[config.mk]
export PLATFORM = sky130hd
export DESIGN_NAME = dram_idle_pwr_ctrl
export DESIGN_NICKNAME = d
export VERILOG_FILES = /design/src/rtl/dlp_pkg.sv /design/src/rtl/dlp_cfg_regs.sv /design/src/rtl/dlp_idle_timer.sv /design/src/rtl/dlp_state_seq.sv /design/src/rtl/dlp_out_decode.sv /design/src/rtl/dram_idle_pwr_ctrl.sv
export SDC_FILE = /design/constraint.sdc
export NUM_CORES = 1
export LEC_CHECK = 0
export ABC_AREA = 0
export CAP_MARGIN = 30
export CORE_MARGIN = 3
export CORE_UTILIZATION = 31
export DETAILED_ROUTE_END_ITERATION = 8
export HOLD_SLACK_MARGIN = 0.06
export SYNTH_ARGS = -nofsm -noshare
export SYNTH_HDL_FRONTEND = slang
export SYNTH_HIERARCHICAL = 1
export SYNTH_SLANG_ARGS = --single-unit
[constraint.sdc]
create_clock -name clk -period 4 [get_ports clk]
set_input_delay 0.8 -clock clk [delete_from_list [all_inputs] [get_ports clk]]
set_output_delay 0.8 -clock clk [all_outputs]
set_load 0.05 [all_outputs]
[src/rtl/dlp_pkg.sv]
package dlp_pkg;

  typedef enum logic [2:0] {
    LP_ACTIVE = 3'd0,
    LP_PD     = 3'd1,
    LP_SR     = 3'd2,
    LP_SRG    = 3'd3,
    LP_LITE   = 3'd4,
    LP_STBY   = 3'd5,
    LP_EXIT   = 3'd6
  } lp_state_e;

  typedef enum logic [1:0] {
    MEM_DDR3   = 2'd0,
    MEM_LPDDR3 = 2'd1,
    MEM_LPDDR4 = 2'd2
  } mem_type_e;

  localparam int NUM_TH  = 5;
  localparam int TH_PD   = 0;
  localparam int TH_SR   = 1;
  localparam int TH_SRG  = 2;
  localparam int TH_LITE = 3;
  localparam int TH_STBY = 4;

  // limits counted in units of 2**SCALE_SHIFT cycles
  localparam logic [NUM_TH-1:0] TH_SCALED = 5'b01110;

  typedef struct packed {
    logic pd;
    logic sr;
    logic lite;
    logic ex;
    logic g_ctrl;
    logic g_phy_if;
    logic g_phy;
    logic g_dram;
  } lp_ctl_t;

endpackage

[src/rtl/dlp_cfg_regs.sv]
module dlp_cfg_regs
  import dlp_pkg::*;
#(
  parameter int TH_W = 16
) (
  input  logic                          clk,
  input  logic                          rst_n,
  input  logic                          cfg_we,
  input  logic [2:0]                    cfg_idx,
  input  logic [TH_W-1:0]               cfg_val,
  input  logic                          in_active,
  output logic [NUM_TH-1:0][TH_W-1:0]   live_th
);

  logic [NUM_TH-1:0][TH_W-1:0] staged_th;

  for (genvar i = 0; i < NUM_TH; i++) begin : g_th
    always_ff @(posedge clk or negedge rst_n) begin
      if (!rst_n) begin
        staged_th[i] <= '0;
      end else if (cfg_we && (cfg_idx == 3'(i))) begin
        staged_th[i] <= cfg_val;
      end
    end

    always_ff @(posedge clk or negedge rst_n) begin
      if (!rst_n) begin
        live_th[i] <= '0;
      end else if (in_active) begin
        live_th[i] <= staged_th[i];
      end
    end
  end

  // working limits frozen outside the active state
  p_live_frozen_r10: assert property (@(posedge clk) disable iff (!rst_n)
    !in_active |=> $stable(live_th));

endmodule

[src/rtl/dlp_idle_timer.sv]
module dlp_idle_timer
  import dlp_pkg::*;
#(
  parameter int TH_W        = 16,
  parameter int SCALE_SHIFT = 10
) (
  input  logic                          clk,
  input  logic                          rst_n,
  input  logic                          bus_busy,
  input  logic                          hold_clr,
  input  logic [NUM_TH-1:0][TH_W-1:0]   live_th,
  output logic [NUM_TH-1:0]             hit
);

  localparam int CNT_W = TH_W + SCALE_SHIFT;
  localparam logic [CNT_W-1:0] CNT_MAX = '1;

  logic [CNT_W-1:0] idle_cnt;
  logic             clr;

  assign clr = bus_busy || hold_clr;

  always_ff @(posedge clk or negedge rst_n) begin
    if (!rst_n) begin
      idle_cnt <= '0;
    end else if (clr) begin
      idle_cnt <= '0;
    end else if (idle_cnt != CNT_MAX) begin
      idle_cnt <= idle_cnt + 1'b1;
    end
  end

  for (genvar i = 0; i < NUM_TH; i++) begin : g_cmp
    logic [CNT_W-1:0] lim;
    if (TH_SCALED[i]) begin : g_scaled
      assign lim = {live_th[i], {SCALE_SHIFT{1'b0}}};
    end else begin : g_raw
      assign lim = {{SCALE_SHIFT{1'b0}}, live_th[i]};
    end
    assign hit[i] = (live_th[i] != '0) && (idle_cnt >= lim);
  end

  // saturating count
  p_cnt_hold_max_r9: assert property (@(posedge clk) disable iff (!rst_n)
    (idle_cnt == CNT_MAX && !clr) |=> idle_cnt == CNT_MAX);
  p_cnt_no_wrap_r9: assert property (@(posedge clk) disable iff (!rst_n)
    (idle_cnt != '0 && !clr) |=> idle_cnt != '0);
  // busy clears the count
  p_busy_clears_r7: assert property (@(posedge clk) disable iff (!rst_n)
    bus_busy |=> idle_cnt == '0);

endmodule

[src/rtl/dlp_state_seq.sv]
module dlp_state_seq
  import dlp_pkg::*;
(
  input  logic              clk,
  input  logic              rst_n,
  input  logic              bus_busy,
  input  logic              exit_done,
  input  logic              auto_pd_en,
  input  mem_type_e         mem_type,
  input  logic [NUM_TH-1:0] hit,
  output lp_state_e         state
);

  lp_state_e tgt;
  lp_state_e nxt;

  always_comb begin
    if (hit[TH_STBY])                             tgt = LP_STBY;
    else if (hit[TH_LITE] && mem_type == MEM_LPDDR4) tgt = LP_LITE;
    else if (hit[TH_SRG])                         tgt = LP_SRG;
    else if (hit[TH_SR])                          tgt = LP_SR;
    else if (hit[TH_PD] && auto_pd_en)            tgt = LP_PD;
    else                                          tgt = LP_ACTIVE;
  end

  always_comb begin
    nxt = state;
    if (state == LP_EXIT) begin
      if (exit_done) nxt = LP_ACTIVE;
    end else if (bus_busy) begin
      nxt = (state == LP_ACTIVE) ? LP_ACTIVE : LP_EXIT;
    end else if (tgt > state) begin
      nxt = tgt;
    end
  end

  always_ff @(posedge clk or negedge rst_n) begin
    if (!rst_n) state <= LP_ACTIVE;
    else        state <= nxt;
  end

  // no retreat while idle
  p_no_shallower_r6: assert property (@(posedge clk) disable iff (!rst_n)
    (state != LP_EXIT && !bus_busy) |=> state >= $past(state));
  // busy during low power leads to exit
  p_busy_to_exit_r7: assert property (@(posedge clk) disable iff (!rst_n)
    (state != LP_ACTIVE && state != LP_EXIT && bus_busy) |=> state == LP_EXIT);
  p_exit_waits_r7: assert property (@(posedge clk) disable iff (!rst_n)
    (state == LP_EXIT && !exit_done) |=> state == LP_EXIT);
  // lite entered only for LPDDR4
  p_lite_type_r4: assert property (@(posedge clk) disable iff (!rst_n)
    (state != LP_LITE) ##1 (state == LP_LITE) |-> $past(mem_type) == MEM_LPDDR4);
  // power-down blocked
  p_pd_blocked_r8: assert property (@(posedge clk) disable iff (!rst_n)
    (state == LP_ACTIVE && !auto_pd_en) |=> state != LP_PD);

endmodule

[src/rtl/dlp_out_decode.sv]
module dlp_out_decode
  import dlp_pkg::*;
(
  input  lp_state_e state,
  output lp_ctl_t   ctl
);

  always_comb begin
    ctl = '0;
    unique case (state)
      LP_PD:   ctl.pd = 1'b1;
      LP_SR:   ctl.sr = 1'b1;
      LP_SRG: begin
        ctl.sr     = 1'b1;
        ctl.g_ctrl = 1'b1;
      end
      LP_LITE: begin
        ctl.sr     = 1'b1;
        ctl.lite   = 1'b1;
        ctl.g_ctrl = 1'b1;
      end
      LP_STBY: begin
        ctl.sr       = 1'b1;
        ctl.g_ctrl   = 1'b1;
        ctl.g_phy_if = 1'b1;
        ctl.g_phy    = 1'b1;
        ctl.g_dram   = 1'b1;
      end
      LP_EXIT: ctl.ex = 1'b1;
      default: ctl = '0;
    endcase
  end

endmodule

[src/rtl/dram_idle_pwr_ctrl.sv]
module dram_idle_pwr_ctrl
  import dlp_pkg::*;
#(
  parameter int TH_W        = 16,
  parameter int SCALE_SHIFT = 10
) (
  input  logic            clk,
  input  logic            rst_n,
  input  logic            bus_busy,
  input  logic [1:0]      mem_type,
  input  logic            auto_pd_en,
  input  logic            cfg_we,
  input  logic [2:0]      cfg_idx,
  input  logic [TH_W-1:0] cfg_val,
  input  logic            exit_done,
  output logic            pd_req,
  output logic            sr_req,
  output logic            srpd_lite_req,
  output logic            exit_req,
  output logic            gate_ctrl_clk,
  output logic            gate_phy_if_clk,
  output logic            gate_phy_clk,
  output logic            gate_dram_clk,
  output logic [2:0]      lp_state
);

  logic [NUM_TH-1:0][TH_W-1:0] live_th;
  logic [NUM_TH-1:0]           hit;
  lp_state_e                   state;
  lp_ctl_t                     ctl;
  mem_type_e                   mtype;

  assign mtype = mem_type_e'(mem_type);

  dlp_cfg_regs #(.TH_W(TH_W)) u_cfg (
    .clk       (clk),
    .rst_n     (rst_n),
    .cfg_we    (cfg_we),
    .cfg_idx   (cfg_idx),
    .cfg_val   (cfg_val),
    .in_active (state == LP_ACTIVE),
    .live_th   (live_th)
  );

  dlp_idle_timer #(.TH_W(TH_W), .SCALE_SHIFT(SCALE_SHIFT)) u_timer (
    .clk      (clk),
    .rst_n    (rst_n),
    .bus_busy (bus_busy),
    .hold_clr (state == LP_EXIT),
    .live_th  (live_th),
    .hit      (hit)
  );

  dlp_state_seq u_seq (
    .clk        (clk),
    .rst_n      (rst_n),
    .bus_busy   (bus_busy),
    .exit_done  (exit_done),
    .auto_pd_en (auto_pd_en),
    .mem_type   (mtype),
    .hit        (hit),
    .state      (state)
  );

  dlp_out_decode u_dec (
    .state (state),
    .ctl   (ctl)
  );

  assign pd_req          = ctl.pd;
  assign sr_req          = ctl.sr;
  assign srpd_lite_req   = ctl.lite;
  assign exit_req        = ctl.ex;
  assign gate_ctrl_clk   = ctl.g_ctrl;
  assign gate_phy_if_clk = ctl.g_phy_if;
  assign gate_phy_clk    = ctl.g_phy;
  assign gate_dram_clk   = ctl.g_dram;
  assign lp_state        = state;

  // clock gates released the cycle after a busy request in low power
  p_gates_drop_r7: assert property (@(posedge clk) disable iff (!rst_n)
    (bus_busy && lp_state != 3'd0 && lp_state != 3'd6) |=>
      !(gate_ctrl_clk || gate_phy_if_clk || gate_phy_clk || gate_dram_clk) && exit_req);
  // DRAM clock gating comes only with the full standby set
  p_stby_set_r5: assert property (@(posedge clk) disable iff (!rst_n)
    gate_dram_clk |-> (gate_phy_clk && gate_phy_if_clk && gate_ctrl_clk && sr_req));
  // exit request never overlaps a state request
  p_exit_excl_r7: assert property (@(posedge clk) disable iff (!rst_n)
    exit_req |-> !(pd_req || sr_req || srpd_lite_req));

endmodule

# After elaboration in Yosys (flattened, before gate mapping)
# Cells that the tools add are included.
# totals
out_inout_bits	11
latch_bits	0
memories	0
ramBits	0
mem_bits_ro	0
word_cells	75
reg_bits	189
inputBits	27
# classes
muxes	18
order_cmp	6
bitwise	0
n_mul	0
shift	0
n_eq_ne	13
n_reduce_logical	25
addsub	1
div	0
# ops
op	count
16-bit nonzero test	5
26-bit greater-or-equal comparator	3
26-bit by 16-bit greater-or-equal comparator with 1-bit output	2
26-bit 2-to-1 mux	2
3-bit 2-to-1 mux	10
26-bit by 1-bit adder with 26-bit output, second input constant	1
26-bit != test, second input constant	1
3-bit by 2-bit == test with 1-bit output, second input constant	4
3-bit == test, second input constant	4
1-bit logical AND	12
3-bit by 1-bit == test with 1-bit output, second input constant	2
3-bit zero test	2
1-bit 2-to-1 mux	6
4-bit OR reduction	1
3-bit > comparator	1
3-bit nonzero test	1
3-bit OR reduction	1
2-bit == test, second input constant	1
2-bit != test, second input constant	1
2-bit AND reduction	1
2-bit nonzero test	1
1-bit logical OR	1

# Depth between registers and ports, before layout
# Gate-level depths: netlist of the first run.
# logic_depth
depth_word	12
depth_mapped	15
ltp_nobuf	15

# Cells and area by module
# The synthesis of the first run kept the hierarchy.
# modules_own_cells
module	cells_per_inst	instances	area_each_um2	seq_area_each_um2
dlp_cfg_regs	342	1	5997.0	4003.8
dlp_idle_timer	479	1	3762.4	650.6
dlp_state_seq	36	1	304.0	75.1
dlp_out_decode	11	1	63.8	0.0
dram_idle_pwr_ctrl	2	1	13.8	0.0

# Least setup slack after synthesis of the first run
# No wires, ideal clock.
# synth_path
path_type	flip-flop to flip-flop
startpoint	reg u_timer.idle_cnt[11]
endpoint	reg u_seq.state[0]
t_arrival_ns	2.769
required_ns	3.906
stages_incl_launch_ff	14
setup_slack_ns	1.138
cell_sequence	dfrtp_1 > ha_1 > nand4_1 > or2_2 > nor3_1 > a2111oi_0 > a31oi_1 > nand2b_1 > nor2_1 > ha_1 > nand3_1 > o21ai_2 > a211o_2 > a221oi_2
# synth_between
elab_cells_between_ends	23
classes_between	6 x order compare; 8 x mux; 9 x reduce/logical
# synth_rtl
element	line_no	source
start, declared	dlp_idle_timer.sv:18	logic [CNT_W-1:0] idle_cnt;
start signal, assigned	dlp_idle_timer.sv:29	idle_cnt <= idle_cnt + 1'b1;
26-bit by 16-bit greater-or-equal comparator with 1-bit output (*)	dlp_idle_timer.sv:40	assign hit[i] = (live_th[i] != '0) && (idle_cnt >= lim);
1-bit logical AND (*)	dlp_idle_timer.sv:40	
via hit[4]	dram_idle_pwr_ctrl.sv:28	logic [NUM_TH-1:0] hit;
3-bit 2-to-1 mux (*)	dlp_state_seq.sv:18	if (hit[TH_STBY]) tgt = LP_STBY;
3-bit > comparator / 3-bit 2-to-1 mux (equally long branches)	dlp_state_seq.sv:32	end else if (tgt > state) begin
3-bit nonzero test (no source line) / 3-bit 2-to-1 mux (equally long branches)	-	
2-bit AND reduction (no source line) / 3-bit 2-to-1 mux (equally long branches)	-	
end signal, assigned	dlp_state_seq.sv:39	else state <= nxt;
end, declared	dlp_state_seq.sv:11	output lp_state_e state
# The timed path passes the listed nets; every way through them passes the cells marked *. The select of a mux whose other input is x is not followed.
# A chain may end at the register's enable or synchronous reset.

# Worst setup path after layout of the first run
# layout_path
startpoint	reg u_timer.idle_cnt[15]
endpoint	reg u_seq.state[0]
# The elaborated chain is that of the path after synthesis.

==> impl_metrics.tcl, run 1 <==
set metrics [dict create \
    status "complete, no violations" \
    clk_root_buffer_cell "clkbuf_16" \
    grt-ovfl-total 0 \
    skew_ns 0.0138 \
    critPathTopFamily "compound AO/OA/AOI/OAI gates" \
    p_switching_mw 2.66 \
    rsz0062_at_grt "false" \
    tightest_slew_ns 0.751 \
    ys_async_sr_fraction_pct 100 \
    p_per_area_nw_per_um2 626 \
    endpoint_kind "register" \
    track_usage_pct 14.3 \
    start_util_pct 31.8 \
    gr-usage-met3_pct 2.59 \
    synthesis.area_sq_um 10100 \
    row_count 65 \
    io_pins 38 \
    dr.pass1.iters 5 \
    cts_tree "done" \
    drt-initial-drc-count 476 \
    synth.distinct_cells 66 \
    start_kind "register" \
    yosysSeqAreaShare_pct 46.6 \
    cts_buffer_depth 2 \
    post-place-ws_ns 0.679 \
    cts_resized 0 \
    htree_levels 4 \
    design.die.area_sq_um 34900 \
    cts_hold_repair.buffers 0 \
    period_share_pct 85.2 \
    slew_viol_final 0 \
    grt_busiest_layer "met2" \
    p_total_mw 7.27 \
    worst-path-buf-inv 0 \
    synth-edff-count 0 \
    syn-mean-instance-area_sq_um 11.7 \
    maxSlewHeadroom_pct 49.7 \
    worst-path-max-fanout 10 \
    antenna_found_initial 0 \
    antenna_cells 0 \
    holdCritPathClass "primary input to asynchronous set/reset pin" \
    synth_top_area_share_pct 46.6 \
    fin_ws_ns 0.592 \
    design_area_sq_um 11600 \
    antenna_left 0 \
    ir_drop_uv 336 \
    core_sq_um 31900 \
    required_ns 4.34 \
    io_buffers 37 \
    dpl_cell_area_sq_um 11000 \
    synthCells 870 \
    synthToLayoutAreaGrowth_pct 14.6 \
    p_int_mw 4.61 \
    p_leak_nw 5.14 \
    place_inst 1328 \
    path_cells "ha_1 > nand4_1 > or2_2 > nor3_1 > a2111oi_0 > a31oi_1 > nor2_1 > o21ai_0 > o21ai_0 > ha_1 > nand3_1 > o21ai_2 > a211o_2 > a221oi_2" \
    pwr-share-comb_pct 32.7 \
    route.detailed.wl_per_inst_microns 18.1 \
    final_cells 1360 \
    dieWidth_microns 187 \
    timing.final.hold_violations 0 \
    synth_top_cell_by_area "dfrtp_1" \
    routabilityCongestion 0.904 \
    synth_area_leaders "dfrtp_1 47%, mux2_2 18%, ha_1 10%" \
    crit_slowest_cell "dfrtp_1" \
    grt_max_degree 81 \
    finalWirelength_mm 24.6 \
    finalSetupTns_ns 0 \
    max_freq_ghz 0.293 \
    crit_path_max_incr_delay_ns 0.56 \
    gr-usage-met1_pct 20.8 \
    drc 0 \
    grt_pass1_vias 6973 \
    clk_transition_reported_paths_ns 0.08 \
    fp.dieH_microns 187 \
    post-route-min-period_ns 3.41 \
    synth_fp_nets 982 \
    cap_violations 0 \
    cts_sinks 189 \
    synth_seq_cells 189 \
    cts_setup_buffers 0 \
    vias 6883 \
    drive_gt1_share_pct 25.1 \
    nets 1024 \
    pwr-share-seq_pct 43.1 \
    numCtsBuffers 17 \
    insertion_delay_ns 0.43 \
    synth-main-ff-cell "dfrtp_1" \
    swShare_pct 36.6 \
    worstPathArrival_ns 3.75 \
    power_frac_clock_pct 24.2 \
    routed_via_density 5.06 \
    gr-usage-met2_pct 22.6 \
    setup_viol 0 \
    grt_pass1_wl_mm 39.8 \
    synth.top_cells.by_count "189 x dfrtp_1, 160 x mux2_2, 88 x inv_1, 85 x ha_1, 33 x a21oi_1" \
    yosys_warnings 6 \
    hpwl_mm 17.9 \
    synth.most_common_cell "dfrtp_1" \
    critPathKind "register to register" \
]
## power by group through the flow
stage / Combinational [mW] / Sequential [mW] / Clock, mW
5_1_grt: 2.65 / 3.22 / 1.88
4_1_cts: 2.38 / 3.12 / 1.80
6_report: 2.38 / 3.13 / 1.76
3_3_place_gp: 2.34 / 3.14 / 0
2_1_floorplan: 1.80 / 2.93 / 0
3_5_place_dp: 2.36 / 3.16 / 0
## sequential cells by signal, summed over array words and instances (netlist names)
name and count:
u_cfg/live_th 80, u_cfg/staged_th 80, u_timer/idle_cnt 26, u_seq/state 3
## cells in the final DEF, fill, tap and decap left out, drive strengths merged, types with 11 or more instances in the layout
cell type,synthesis,layout
nand3,31,31
clkdlybuf4s50,0,36
nor4,30,30
nor3,12,12
o21ai,21,21
dfrtp,189,189
clkbuf,5,18
nand2,28,28
mux2,160,160
inv,89,96
buf,20,11
a21oi,33,33
nand4,22,22
nor2,27,27
ha,85,85
## final cells by class
class | instances | area [sq um]
fill | 3181 | 20300
timing repair buffer | 48 | 482
inverter | 89 | 337
tap | 435 | 544
sequential | 189 | 4730
clock buffer | 17 | 425
multi-input combinational | 567 | 4910
clock inverter | 15 | 195
## metrics by stage
stage                     utilization, %  hold WS (ns)
after global placement              34.5         0.482
after floorplan                        -         0.474
after global routing                36.4         0.416
final                               36.4         0.386
after detailed placement            34.5         0.488
after CTS                           36.4         0.402
## cells by family after synthesis
kind of cell / Yosys count / share of synthesized area (%)
XOR/XNOR: 6 / 0.518
multiplexers: 161 / 17.9
AND/OR/NAND/NOR: 203 / 11.9
flip-flops: 189 / 46.6
buffers and inverters: 114 / 5.18
adder cells (fa/ha/maj): 85 / 10.5
AO/OA/AOI/OAI: 112 / 7.38
## worst paths after layout
kind                                             startpoint  slack (ns)                               to  cells past startpoint
max                        u_timer/idle_cnt[15]$_DFFE_PN0P_        0.59       u_seq/state[0]$_DFFE_PN0P_                     14
min                                                   rst_n        0.39  u_cfg/staged_th[27]$_DFFE_PN0P_                      1
max reg2reg                u_timer/idle_cnt[15]$_DFFE_PN0P_        0.59       u_seq/state[0]$_DFFE_PN0P_                     14
min reg2reg                 u_cfg/staged_th[30]$_DFFE_PN0P_        0.50    u_cfg/live_th[30]$_DFFE_PN0P_                      1
max in group asynchronous                             rst_n        2.76    u_cfg/live_th[71]$_DFFE_PN0P_                      2
min in group clk            u_cfg/staged_th[30]$_DFFE_PN0P_        0.50    u_cfg/live_th[30]$_DFFE_PN0P_                      1
## routing by layer
layer | up-vias | share of wire, % | wire (microns)
met1 | 3487 | 50 | 12400
met5 | - | 0 | 0
met2 | 123 | 46 | 11200
met4 | 0 | 0.80 | 197
li1 | 3260 | - | -
met3 | 13 | 3.2 | 782
No activity file was read; power rests on OpenSTA's default activity.
==> run 2, diff against run 1 <==
- PLACE_DENSITY: not set -> 0.42
==> run 2 against run 1 <==
  * Cell count increased by 0.22%
  * First-iteration DRC count shrank 18%
  * Sequential power rose by 2%
  * Maximum frequency decreased by 3.2%
  * Die area unchanged
  * Critical path depth unchanged
  * Global-route usage is 2.3 points higher
  * Setup slack got worse by 0.11 ns
  * Flip-flop and latch count unchanged
  * Core utilization is essentially flat
  * Clock skew decreased by 0.0027 ns
  * Critical path type unchanged
  * Largest power group unchanged
==> impl_metrics.tcl, run 2 (synthesis gave the netlist of run 1 again) <==
set metrics [dict create \
    routabilityCongestion 0.826 \
    start_util_pct 31.8 \
    crit_path_end "u_seq/state[0]$_DFFE_PN0P_" \
    top_regs "u_cfg/live_th: 80 flops, u_cfg/staged_th: 80 flops, u_timer/idle_cnt: 26 flops" \
    cp_num_cells 14 \
    antenna_found_initial 0 \
    setup_viol 0 \
    status "complete, no violations" \
    post-route-min-period_ns 3.52 \
    period_share_pct 88.0 \
    design.die.area_sq_um 34900 \
    seq_area_sq_um 4730 \
    antenna_left 0 \
    cts_setup_buffers 0 \
    antenna_cells 0 \
    drive_gt1_share_pct 25.3 \
    ir_drop_uv 312 \
    multi_input_area_sq_um 4910 \
    io_buffers 37 \
    tightest_slew_ns 0.884 \
    cts_sinks 189 \
    synthToLayoutAreaGrowth_pct 14.5 \
    swShare_pct 37.7 \
    pwr-share-comb_pct 32.4 \
    htree_levels 4 \
    row_count 65 \
    p_per_area_nw_per_um2 627 \
    worstPathArrival_ns 3.87 \
    grt-ovfl-total 0 \
    reg2reg_depth 14 \
    p_int_mw 4.54 \
    skew_ns 0.0111 \
    worst-path-max-fanout 12 \
    cap_violations 0 \
    fill_cells 3238 \
    worst-path-buf-inv 0 \
    layout_commonest_cell "dfrtp_1" \
    cts_buffer_depth 2 \
    track_usage_pct 16.7 \
    drt-initial-drc-count 389 \
    cts_resized 0 \
    final_util_pct 36.4 \
    routed_via_density 5.00 \
    cts_hold_repair.buffers 0 \
    clk_transition_reported_paths_ns 0.08 \
    dieWidth_microns 187 \
    endpoint_kind "register" \
    worstSetupStartpoint "u_timer/idle_cnt[11]$_DFFE_PN0P_" \
    pwr-share-seq_pct 43.7 \
    core_sq_um 31900 \
    timing.final.hold_violations 0 \
    grt_pass1_wl_mm 44.3 \
    p_switching_mw 2.75 \
    rsz0062_at_grt "false" \
    finalSetupTns_ns 0 \
    p_leak_nw 5.14 \
    required_ns 4.35 \
    clk_root_buffer_cell "clkbuf_16" \
    route.detailed.wl_per_inst_microns 20.5 \
    nets 1027 \
    power_frac_clock_pct 23.9 \
    hpwl_mm 20.1 \
    grt_pass1_vias 7197 \
    worstReg2RegEnd "u_seq/state[0]$_DFFE_PN0P_" \
    finalWirelength_mm 27.9 \
    max_freq_ghz 0.284 \
    cts_tree "done" \
    crit_path_max_incr_delay_ns 0.56 \
    holdCritPathClass "primary input to asynchronous set/reset pin" \
    vias 6820 \
    start_kind "register" \
    ff2ff_setup_slack_ns 0.48 \
    slew_viol_final 0 \
    layout_common_cells "189 x dfrtp_1, 160 x mux2_2, 88 x inv_1" \
    maxSlewHeadroom_pct 40.5 \
    critPathKind "register to register" \
    drc 0 \
    path_cells "ha_1 > nand4_1 > or2_2 > nor3_1 > a2111oi_0 > a31oi_1 > nor2_1 > o21ai_0 > o21ai_0 > ha_1 > nand3_1 > o21ai_2 > a211o_2 > a221oi_2" \
    dr.pass1.iters 4 \
    io_pins 38 \
    critPathTopFamily "compound AO/OA/AOI/OAI gates" \
    insertion_delay_ns 0.45 \
    grt_max_degree 91 \
    r2r-start "u_timer/idle_cnt[11]$_DFFE_PN0P_" \
    fp.dieH_microns 187 \
    numCtsBuffers 17 \
    crit_slowest_cell "dfrtp_1" \
]
## run 2: cell count changes in the layout (fill, tap and decap cells not counted)
| cell | before | now |
|---|---|---|
| clkinv_4 | 1 | 2 |
| bufinv_16 | 1 | 0 |
| buf_4 | 9 | 12 |
| inv_8 | 4 | 5 |
| clkinv_8 | 4 | 3 |
## run 2: metrics by stage
| stage | instance area (sq um) | total power, mW | instances | setup WS (ns) | hold slack (ns) |
|---|---|---|---|---|---|
| after CTS | 11600 | 7.39 | 1363 | 0.484 | 0.472 |
| after floorplan | 10100 | 4.72 | 870 | 1.14 | 0.474 |
| after detailed placement | 11000 | 5.60 | 1331 | 0.505 | 0.486 |
| final | 11600 | 7.29 | 1363 | 0.480 | 0.449 |
| after global routing | 11600 | 7.81 | 1363 | 0.172 | 0.493 |
| after global placement | 11000 | 5.58 | 1331 | 0.516 | 0.483 |
## run 2: worst min path at each step
stage	from	to	slack, ns	cells past startpoint
2_1_floorplan	u_cfg/staged_th[53]$_DFFE_PN0P_	u_cfg/staged_th[53]$_DFFE_PN0P_	0.47	1
3_3_place_gp	u_cfg/staged_th[56]$_DFFE_PN0P_	u_cfg/live_th[56]$_DFFE_PN0P_	0.48	1
3_5_place_dp	u_cfg/staged_th[54]$_DFFE_PN0P_	u_cfg/live_th[54]$_DFFE_PN0P_	0.49	1
4_1_cts	rst_n	u_timer/idle_cnt[21]$_DFFE_PN0P_	0.47	1
5_1_grt	rst_n	u_timer/idle_cnt[21]$_DFFE_PN0P_	0.49	1
6_report	rst_n	u_timer/idle_cnt[21]$_DFFE_PN0P_	0.45	1
## run 2: final cells by class
class	instances	area share [%]
Clock buffer	17	3.66
Multi-Input combinational cell	567	42.2
Timing Repair Buffer	51	4.34
Tap cell	435	4.69
Inverter	89	2.90
Sequential cell	189	40.7
Clock inverter	15	1.45
## run 2: power by group through the flow
stage / Clock [mW] / Combinational [mW] / Sequential (mW)
after CTS: 1.81 / 2.40 / 3.19
after global routing: 1.88 / 2.64 / 3.28
after global placement: 0 / 2.36 / 3.21
after floorplan: 0 / 1.80 / 2.93
after detailed placement: 0 / 2.37 / 3.23
final: 1.74 / 2.36 / 3.18
## run 2: per-layer routing
layer | global-route usage [%] | share of wire [%]
met1 | 24.5 | 53
met2 | 25.8 | 44
met3 | 2.55 | 2.2
met4 | 3.98 | 1.2
met5 | 0 | 0
==> run 3, diff against run 2 <==
- CORE_UTILIZATION: 31 -> 62
- GPL_ROUTABILITY_DRIVEN: not set -> 0
- PLACE_DENSITY: 0.42 -> 0.77
==> run 3 against run 2 <==
  * Maximum frequency rose by 0.81%
  * Routed wire length fell by 11%
  * Sequential power barely moved
  * Count of clock-buffer cells in the layout rose by 1
  * Register-to-register slack improved by 0.03 ns
  * Critical path type unchanged
  * Largest cell class unchanged
==> impl_metrics.tcl, run 3 (synthesis gave the netlist of run 1 again) <==
set metrics [dict create \
    skew_ns 0.00940 \
    clk_transition_reported_paths_ns 0.07 \
    cts_buffer_depth 2 \
    start_util_pct 63.6 \
    critPathKind "register to register" \
    worst-path-max-fanout 10 \
    insertion_delay_ns 0.43 \
    drc 0 \
    drive_gt1_share_pct 24.5 \
    ir_drop_uv 424 \
    start_kind "register" \
    setup_viol 0 \
    p_leak_nw 5.08 \
    fin_ws_ns 0.509 \
    required_ns 4.34 \
    holdCritPathClass "primary input to asynchronous set/reset pin" \
    grt-ovfl-total 0 \
    p_per_area_nw_per_um2 640 \
    cap_violations 0 \
    clk_root_buffer_cell "clkbuf_16" \
    cts_hold_repair.buffers 0 \
    cts_setup_buffers 0 \
    drt-initial-drc-count 653 \
    layout_commonest_cell "dfrtp_1" \
    rsz0062_at_grt "false" \
    fill_cells 1106 \
    post-place-ws_ns 0.673 \
    multi_input_area_sq_um 4910 \
    grt_pass1_vias 7421 \
    maxSlewHeadroom_pct 46.1 \
    timing.final.hold_violations 0 \
    routed_via_density 6.39 \
    post-route-min-period_ns 3.49 \
    design.die.area_sq_um 17900 \
    grt_pass1_wl_mm 39.5 \
    cts_resized 0 \
    vias 7251 \
    track_usage_pct 28.5 \
    io_pins 38 \
    seq_area_sq_um 4730 \
    synthToLayoutAreaGrowth_pct 10.9 \
    fp.dieH_microns 134 \
    antenna_left 0 \
    crit_path_max_incr_delay_ns 0.56 \
    finalSetupTns_ns 0 \
    layout_common_cells "189 x dfrtp_1, 160 x mux2_2, 88 x inv_1" \
    route.detailed.wl_per_inst_microns 21.8 \
    period_share_pct 87.3 \
    endpoint_kind "register" \
    numCtsBuffers 17 \
    critPathTopFamily "compound AO/OA/AOI/OAI gates" \
    row_count 46 \
    path_cells "ha_1 > nand4_1 > or2_2 > nor3_1 > a2111oi_0 > a31oi_1 > nor2_1 > o21ai_0 > o21ai_0 > ha_1 > nand3_1 > o21ai_2 > a211o_2 > a221oi_2" \
    tightest_slew_ns 0.801 \
    top_regs "u_cfg/live_th: 80 flops, u_cfg/staged_th: 80 flops, u_timer/idle_cnt: 26 flops" \
    grt_max_degree 85 \
    worstPathArrival_ns 3.83 \
    hpwl_mm 17.9 \
    finalWirelength_mm 24.7 \
    cts_tree "done" \
    slew_viol_final 0 \
    nets 1019 \
    cts_sinks 189 \
    antenna_found_initial 0 \
    status "complete, no violations" \
    dr.pass1.iters 5 \
    dieWidth_microns 134 \
    antenna_cells 0 \
    htree_levels 4 \
    crit_slowest_cell "dfrtp_1" \
    core_sq_um 15900 \
    io_buffers 37 \
    max_freq_ghz 0.286 \
    worst-path-buf-inv 0 \
]
==> run 3: changes by cell type in the layout (fill, tap and decap cells not counted), sizes merged <==
cell and change:
buf -7, clkinv -3, clkinvlp +3, inv -3
bufinv +1
==> run 3: layout make-up <==
type | instances | area share (%)
sequential | 189 | 42.1
inverter | 89 | 2.99
clock inverter | 13 | 1.19
multi-input combinational | 567 | 43.6
tap | 216 | 2.40
clock buffer | 18 | 3.82
timing repair buffer | 43 | 3.93
==> run 3: stage by stage <==
step	cells	utilization, %	hold WS, ns	power, mW	cell area (sq um)
finish	1135	70.5	0.363	7.20	11200
global route	1135	70.5	0.406	7.58	11200
CTS	1135	70.5	0.390	7.19	11200
detailed placement	1104	67.0	0.489	5.54	10700
global placement	1104	67.0	0.481	5.35	10700
floorplan	870	-	0.474	4.72	10100
==> run 3: final timing paths <==
kind                                                        from                         endpoint  slack (ns)  depth (start not counted)
min in group clk                 u_cfg/staged_th[77]$_DFFE_PN0P_    u_cfg/live_th[77]$_DFFE_PN0P_        0.50                          1
worst min-delay path                                       rst_n    u_cfg/live_th[44]$_DFFE_PN0P_        0.36                          1
worst min register to register   u_cfg/staged_th[77]$_DFFE_PN0P_    u_cfg/live_th[77]$_DFFE_PN0P_        0.50                          1
worst max-delay path            u_timer/idle_cnt[15]$_DFFE_PN0P_       u_seq/state[0]$_DFFE_PN0P_        0.51                         14
worst max register to register  u_timer/idle_cnt[15]$_DFFE_PN0P_       u_seq/state[0]$_DFFE_PN0P_        0.51                         14
max in group asynchronous                                  rst_n  u_timer/idle_cnt[6]$_DFFE_PN0P_        2.70                          2
==> run 3: metal layers <==
| metal | global-route usage (%) | vias to the layer above | routed length (microns) |
|---|---|---|---|
| met3 | 5.14 | 54 | 1420 |
| li1 | - | 3263 | - |
| met1 | 38.7 | 3672 | 10700 |
| met2 | 46.5 | 262 | 11900 |
| met5 | 0 | - | 0 |
| met4 | 10.5 | 0 | 723 |
==> run 3: power by group <==
group | switching, mW | internal, mW
clock network | 0.763 | 0.871
logic | 1.23 | 1.18
registers | 0.630 | 2.53
